File: src/rtl/dsr_pkg.sv
package dsr_pkg;
    typedef enum logic [1:0] {
        BC_IDLE   = 2'd0,
        BC_PH0    = 2'd1,
        BC_PH1    = 2'd2,
        BC_RESYNC = 2'd3
    } bc_state_t;
endpackage

File: src/rtl/dsr_window.sv
module dsr_window #(
    parameter int W = 10,
    parameter int PL = 7,
    parameter logic [PL-1:0] PFX = 7'b1111100
) (
    input  logic         clk,
    input  logic         rst_n,
    input  logic         line_bit,
    input  logic         loop_bit,
    input  logic         wrap_en,
    input  logic         align_en,
    output logic [W-1:0] win_next,
    output logic         hit
);
    logic [W-1:0]  win_q;
    logic          sel_bit;
    logic [PL-1:0] match;

    assign sel_bit  = wrap_en ? loop_bit : line_bit;
    assign win_next = {sel_bit, win_q[W-1:1]};

    // window resets to ones so no prefix can match before ten real bits
    always_ff @(posedge clk) begin
        if (!rst_n) win_q <= '1;
        else        win_q <= win_next;
    end

    for (genvar i = 0; i < PL; i++) begin : g_cmp
        assign match[i] = (win_next[i] == PFX[i]);
    end

    assign hit = align_en && (&match);
endmodule

File: src/rtl/dsr_framer.sv
module dsr_framer #(
    parameter int W = 10
) (
    input  logic         clk,
    input  logic         rst_n,
    input  logic [W-1:0] win_next,
    input  logic         hit,
    input  logic         align_en,
    input  logic         sig_lost,
    output logic [W-1:0] word_q,
    output logic         flag_q,
    output logic         launch,
    output logic         launch_comma
);
    localparam int CW = $clog2(W);
    localparam logic [CW-1:0] LAST = CW'(W - 1);

    logic [CW-1:0] cnt_q;

    assign launch       = hit || (cnt_q == LAST);
    assign launch_comma = hit;

    always_ff @(posedge clk) begin
        if (!rst_n) begin
            cnt_q  <= '0;
            word_q <= '1;
            flag_q <= 1'b0;
        end else begin
            cnt_q <= launch ? '0 : cnt_q + 1'b1;
            if (sig_lost)    word_q <= '1;
            else if (launch) word_q <= win_next;
            if (!align_en)   flag_q <= 1'b0;
            else if (launch) flag_q <= hit;
        end
    end
endmodule

File: src/rtl/dsr_byteclk.sv
module dsr_byteclk
    import dsr_pkg::*;
(
    input  logic clk,
    input  logic rst_n,
    input  logic launch,
    input  logic launch_comma,
    output logic bclk0,
    output logic bclk1
);
    bc_state_t st_q, st_d;

    always_ff @(posedge clk) begin
        if (!rst_n) st_q <= BC_IDLE;
        else        st_q <= st_d;
    end

    always_comb begin
        st_d = st_q;
        unique case (st_q)
            BC_IDLE:   if (launch) st_d = BC_PH1;
            BC_PH0:    if (launch) st_d = BC_PH1;
            BC_PH1:    if (launch) st_d = launch_comma ? BC_RESYNC : BC_PH0;
            BC_RESYNC: st_d = BC_PH1;
            default:   st_d = BC_IDLE;
        endcase
    end

    always_comb begin
        bclk0 = 1'b0;
        bclk1 = 1'b0;
        unique case (st_q)
            BC_PH0:  bclk0 = 1'b1;
            BC_PH1:  bclk1 = 1'b1;
            default: begin
                bclk0 = 1'b0;
                bclk1 = 1'b0;
            end
        endcase
    end
endmodule

File: src/rtl/dsr_comma_deser.sv
module dsr_comma_deser #(
    parameter int W = 10,
    parameter int PL = 7,
    parameter logic [PL-1:0] PFX = 7'b1111100
) (
    input  logic         clk,
    input  logic         rst_n,
    input  logic         line_bit,
    input  logic         loop_bit,
    input  logic         wrap_en,
    input  logic         align_en,
    input  logic         sig_lost,
    output logic [W-1:0] word_out,
    output logic         comma_flag,
    output logic         bclk0,
    output logic         bclk1
);
    logic [W-1:0] win_next;
    logic         hit;
    logic         launch;
    logic         launch_comma;

    dsr_window #(.W(W), .PL(PL), .PFX(PFX)) u_win (
        .clk(clk), .rst_n(rst_n), .line_bit(line_bit), .loop_bit(loop_bit),
        .wrap_en(wrap_en), .align_en(align_en), .win_next(win_next), .hit(hit)
    );

    dsr_framer #(.W(W)) u_frm (
        .clk(clk), .rst_n(rst_n), .win_next(win_next), .hit(hit),
        .align_en(align_en), .sig_lost(sig_lost), .word_q(word_out),
        .flag_q(comma_flag), .launch(launch), .launch_comma(launch_comma)
    );

    dsr_byteclk u_bclk (
        .clk(clk), .rst_n(rst_n), .launch(launch), .launch_comma(launch_comma),
        .bclk0(bclk0), .bclk1(bclk1)
    );
endmodule

File: config.mk
export PLATFORM = sky130hd
export DESIGN_NAME = dsr_comma_deser
export DESIGN_NICKNAME = d
export VERILOG_FILES = /design/src/rtl/dsr_pkg.sv /design/src/rtl/dsr_window.sv /design/src/rtl/dsr_framer.sv /design/src/rtl/dsr_byteclk.sv /design/src/rtl/dsr_comma_deser.sv
export SDC_FILE = /design/constraint.sdc
export NUM_CORES = 1
export LEC_CHECK = 0
export BUFFER_PORTS_ARGS = -buffer_cell sky130_fd_sc_hd__buf_4
export CAP_MARGIN = 20
export CORE_MARGIN = 2
export CORE_UTILIZATION = 52
export DETAILED_ROUTE_END_ITERATION = 10
export PLACE_DENSITY = 0.79
export SYNTH_ARGS = -nofsm -noshare
export SYNTH_HDL_FRONTEND = slang
export SYNTH_HIERARCHICAL = 1
export SYNTH_SLANG_ARGS = --single-unit
export TNS_END_PERCENT = 1
File: constraint.sdc
create_clock -name clk -period 1.6 [get_ports clk]
set_input_delay 0.32 -clock clk [delete_from_list [all_inputs] [get_ports clk]]
set_output_delay 0.32 -clock clk [all_outputs]
set_load 0.01 [all_outputs]
# After elaboration in Yosys (flattened, before gate mapping)
# Cells that the tools add are included.
op_classes:
  bitwise_logic: 3
  reduce_logical: 9
  n_mux: 7
  eq_ne: 6
  add_sub_neg: 1
ops:
  columns: ["cell", "count"]
  rows:
  - ["$reduce_and 7->1", 1]
  - ["$mux 2", 3]
  - ["$pmux 2 s3", 1]
  - ["$reduce_or 2->1", 3]
  - ["$add 4x1->4 const B", 1]
  - ["$eq 2x2->1 const B", 2]
  - ["$eq 4x4->1 const B", 1]
  - ["$reduce_and 2->1", 2]
  - ["$mux 1", 3]
  - ["$not 1->1", 3]
  - ["$eq 2x1->1 const B", 1]
  - ["$logic_not 2->1", 1]
  - ["$ne 2x1->1 const B", 1]
  - ["$ne 2x2->1 const B", 1]
  - ["$logic_and 1x1->1", 1]
  - ["$logic_or 1x1->1", 1]
totals:
  out_inout_bits: 13
  elab_cells: 31
  input_bits: 7
  regBits: 27

# Depth between registers and ports, before layout
logic_depth:
  ltp_word: 6
  ltp_mapped: 7
  depth_no_buf: 6

# Cells and area by module
# The synthesis kept the hierarchy.
modules_own_cells:
  columns: ["mod", "area_per_inst_um2", "cells_per_inst", "instances", "seq_area_each_um2"]
  rows:
  - ["dsr_framer", 676.9, 69, 1, 300.3]
  - ["dsr_window", 284.0, 24, 1, 180.2]
  - ["dsr_byteclk", 102.6, 10, 1, 40.0]

# Worst setup path before layout
# Ideal clock, no wire load.
synth_path:
  path_kind: "register -> register"
  start: "register u_win.win_q[2]"
  end: "register u_bclk.st_q[1]"
  path_slack_ns: 0.302
  setup_time_ns: 0.074
  t_required_ns: 1.526
  path_stages_with_launch: 7
  synth_period_minus_slack_ns: 1.298
  t_arrival_ns: 1.224
  cell_sequence: "dfxtp_1 -> nand4b_1 -> nor2_1 -> nand2b_1 -> buf_2 -> o21ai_0 -> a31oi_1"
synth_via:
  elab_chain_len: 6
synth_lines:
  columns: ["item", "line_no", "source"]
  rows:
  - ["start, declared", "dsr_window.sv:15", "logic [W-1:0] win_q;"]
  - ["start signal, assigned", "dsr_window.sv:25", "else win_q <= win_next;"]
  - ["$not 1->1 *", "dsr_window.sv:29", "assign match[i] = (win_next[i] == PFX[i]);"]
  - ["$reduce_and 7->1 *", "dsr_window.sv:32", "assign hit = align_en && (&match);"]
  - ["$logic_and 1x1->1 *", "dsr_window.sv:32", null]
  - ["net hit", "dsr_comma_deser.sv:19", "logic hit;"]
  - ["$logic_or 1x1->1 *", "dsr_framer.sv:20", "assign launch = hit || (cnt_q == LAST);"]
  - ["net launch", "dsr_comma_deser.sv:20", "logic launch;"]
  - ["$ne 2x2->1 (no line) or $ne 2x1->1 (tied branches)", null, null]
  - ["$reduce_and 2->1 (no line) *", null, null]
  - ["end signal, assigned", "dsr_byteclk.sv:15", "else st_q <= st_d;"]
  - ["end, declared", "dsr_byteclk.sv:11", "bc_state_t st_q, st_d;"]
# The timed path passes the listed nets; every way through them passes the cells marked *. The select of a mux whose other input is x is not followed.
# A chain may end at the register's enable or synchronous reset.

# Worst setup path after layout
layout_path:
  start: "register u_frm.cnt_q[1]"
  end: "register u_frm.word_q[5]"
layout_via:
  elab_chain_len: 2
layout_lines:
  columns: ["item", "line_no", "source"]
  rows:
  - ["start, declared", "dsr_framer.sv:18", "logic [CW-1:0] cnt_q;"]
  - ["start signal, assigned", "dsr_framer.sv:29", "cnt_q <= launch ? '0 : cnt_q + 1'b1;"]
  - ["$eq 4x4->1", "dsr_framer.sv:20", null]
  - ["$logic_or 1x1->1", "dsr_framer.sv:20", null]
  - ["end signal, assigned", "dsr_framer.sv:31", "else if (launch) word_q <= win_next;"]
  - ["end, declared", "dsr_framer.sv:10", "output logic [W-1:0] word_q,"]
# No other way between the ends.

==> key figures <==
Logic synthesis
  – Most common cell in the synthesized netlist: dfxtp_1
  – Synth top cells by count: dfxtp_1, nor2_1, a21oi_1
  – Yosys reg bits: 26
  – Top post-synthesis cells by area: dfxtp_1, nor4_2, nand2b_1
  – Netlist Area Pre-Place: between 1000 and 1500 um2
  – Sequential area share after synthesis: 48.94%
  – Net Count, Synth: 112
  – Asr flop ratio synth: 0%
  – Ys Warns: 6
  – Largest area contributor in the synthesized netlist: dfxtp_1
  – Synth unique cells: 27
  – Ys flop type: dfxtp_1
  – EDFF count, synth: 0
  – Post-synth top area share: around 50%
  – Avg Inst Size Synth: just over 10 um2
  – Mapped Cells: between 100 and 150

Placement
  – Dpl hpwl: ~1400 um
  – GPL Wtd Cong: 0.7641
  – Port bufs: 19

Worst setup path
  – Critical path class: reg -> reg
  – CP required: roughly 1.8 ns
  – Crit start category: register
  – CP max FO: 10
  – Arr. time, crit path: roughly 1.7 ns
  – Crit end category: register

Detailed routing
  – Final ANT Viol Nets: 0
  – DRC errors left: 0
  – Final WL: around 1900 um
  – First-pass iteration count of the detailed router: 4
  – Via/cell ratio: 5.073
  – Via count: between 700 and 800
  – Wire per inst: between 10 and 15 um
  – DRT iter0 DRCs: 6

Floorplan
  – Initial core utilization: roughly 55%
  – Die height: about 49 um
  – # IOs: 20
  – Core area: 1942 um2
  – Die area: ~2400 um2
  – Die width: between 40 and 50 um
  – FP Rows: 16

Timing
  – Setup Viol. Count Final: 0
  – Period minus WS final: between 1 and 1.5 ns
  – Fin. max-slew vios: 0
  – Measured slew at the worst slew-check pin: roughly 0.58 ns
  – RSZ-0062 raised after global routing: no
  – Final hold violation count: 0
  – Max Clk Rate: about 700 MHz
  – Slew margin rel.: roughly three fifths
  – Setup Skew: around 0.0087 ns
  – Setup TNS: 0 ns
  – Final period util: 89.82%

Global routing
  – GRT Total Usage: 16.83%
  – Vias in the first global route: approximately 730
  – First-pass GRT wire length: between 3000 and 4000 um
  – Total grt overflow: 0
  – Largest net degree at the start of global routing: 21
  – Initial antenna violation count: 0

Cells and area
  – Fin nets: around 130
  – Post-Route Utilization: between 60 and 70%
  – Fraction of layout instances using a drive strength above 1: between 30% and 40%
  – Area grow syn2layout: 19.88%
  – ANT cells: 0

Flow run
  – Max Cap Viol: 0

Worst hold path
  – Hold Crit Class: in -> reg

CTS
  – Hold_buf cts: 0
  – Clock latency at the later pin of the worst-skew pair: 0.32 ns
  – Clock Sinks: 26
  – Root Buffer: clkbuf_4
  – CTS resizes: 0
  – Reg clk slew, reported paths: 0.14 ns
  – H-tree Lvls: 1
  – CTS tree: done
  – CTS Buffer Depth: 2
  – Post-CTS Repair Setup Buffers: 0
  – Num CTS Buffers: 3

Power
  – LEAKAGE: around 0.00047 uW
  – Worst vdd rail ir drop: between 600 and 700 uV
  – Pwr dens: between 900 and 1000 nW/um2

Run status
  – Status: finished clean
-- registers in the layout, indices dropped and copies added, names as in the netlist --
| register | cells |
|---|---|
| u_frm/word_q | 10 |
| u_frm/flag_q | 1 |
| u_frm/cnt_q | 4 |
| u_win/win_q | 9 |
| u_bclk/st_q | 2 |
-- worst paths after layout --
path	start	endpoint	slack, ns	depth (start not counted)
worst min register to register	u_win/win_q[9]$_SDFF_PN1_	u_win/win_q[8]$_SDFF_PN1_	0.46	1
worst min-delay path	align_en	u_frm/flag_q$_SDFFE_PN0P_	0.26	3
worst max register to register	u_frm/cnt_q[1]$_SDFF_PP0_	u_frm/word_q[5]$_SDFFE_PP1P_	0.16	5
worst max-delay path	u_frm/cnt_q[1]$_SDFF_PP0_	u_frm/word_q[5]$_SDFFE_PP1P_	0.16	5
-- placed cells by master, fill, tap and decap left out --
cell type,count
nand2_2,1
nand2b_1,10
bufinv_16,1
nand3_1,1
mux2_4,1
inv_1,3
nand3b_1,2
dfxtp_1,26
o21ai_0,1
ha_1,2
nor2_1,16
nand4b_1,3
xnor2_1,1
o31ai_2,1
a31oi_1,1
nor4_4,1
nor2b_1,1
nand2_1,1
a21oi_1,11
and3b_1,1
or2_1,1
nor2b_4,1
xor2_1,1
clkbuf_4,3
buf_4,23
nor4_2,9
-- kinds of logic after synthesis --
kind of cell,after synthesis,share of synthesized area [%]
buf+inv,10,5.529
flops,26,48.94
simple gates,48,32.71
compound gates,14,7.411
fa+ha+maj,2,2.353
mux,1,1.411
xor+xnor,2,1.647
-- layer usage --
metal	global-route usage (%)	part of all wire, %	vias to the layer above
li1	-	-	388
met4	2.857	0	0
met2	29.05	50	13
met1	19.92	46	360
met5	0	0	-
met3	6.442	4.4	0
-- per-stage QoR --
| stage | worst slack, ns | instances | cell area [um2] | hold WS (ns) | total power [uW] |
|---|---|---|---|---|---|
| final | 0.1629 | 150 | 1275 | 0.2567 | 1159 |
| after global routing | 0.04911 | 150 | 1275 | 0.2341 | 1211 |
| after floorplan | 0.3017 | 103 | 1064 | 0.3930 | 714.6 |
| after CTS | 0.1317 | 150 | 1275 | 0.2316 | 1172 |
| after detailed placement | 0.1597 | 146 | 1222 | 0.4305 | 737.8 |
| after global placement | 0.2369 | 146 | 1222 | 0.4244 | 734.2 |
-- where the power goes --
group	leakage, uW	switching [uW]	total [uW]	internal [uW]
registers	0.000211	8.37	667	659
clock network	0.0000279	183	436	253
logic	0.000231	28.9	55.5	26.6
-- worst max-delay path: stages, from the launching register on --
cell and delay, ns:
dfxtp_1 0.38, inv_1 0.05, ha_1 0.19, and3b_1 0.36, nor4_2 0.29, a21oi_1 0.06
-- layout make-up --
type | count | area (um2)
Clock inverter | 1 | 30.03
Timing Repair Buffer | 23 | 172.7
Tap cell | 27 | 33.78
Inverter | 3 | 11.26
Multi-Input combinational cell | 67 | 484.2
Sequential cell | 26 | 520.5
Fill cell | 172 | 666.9
Clock buffer | 3 | 22.52
No activity file was read; power rests on OpenSTA's default activity.
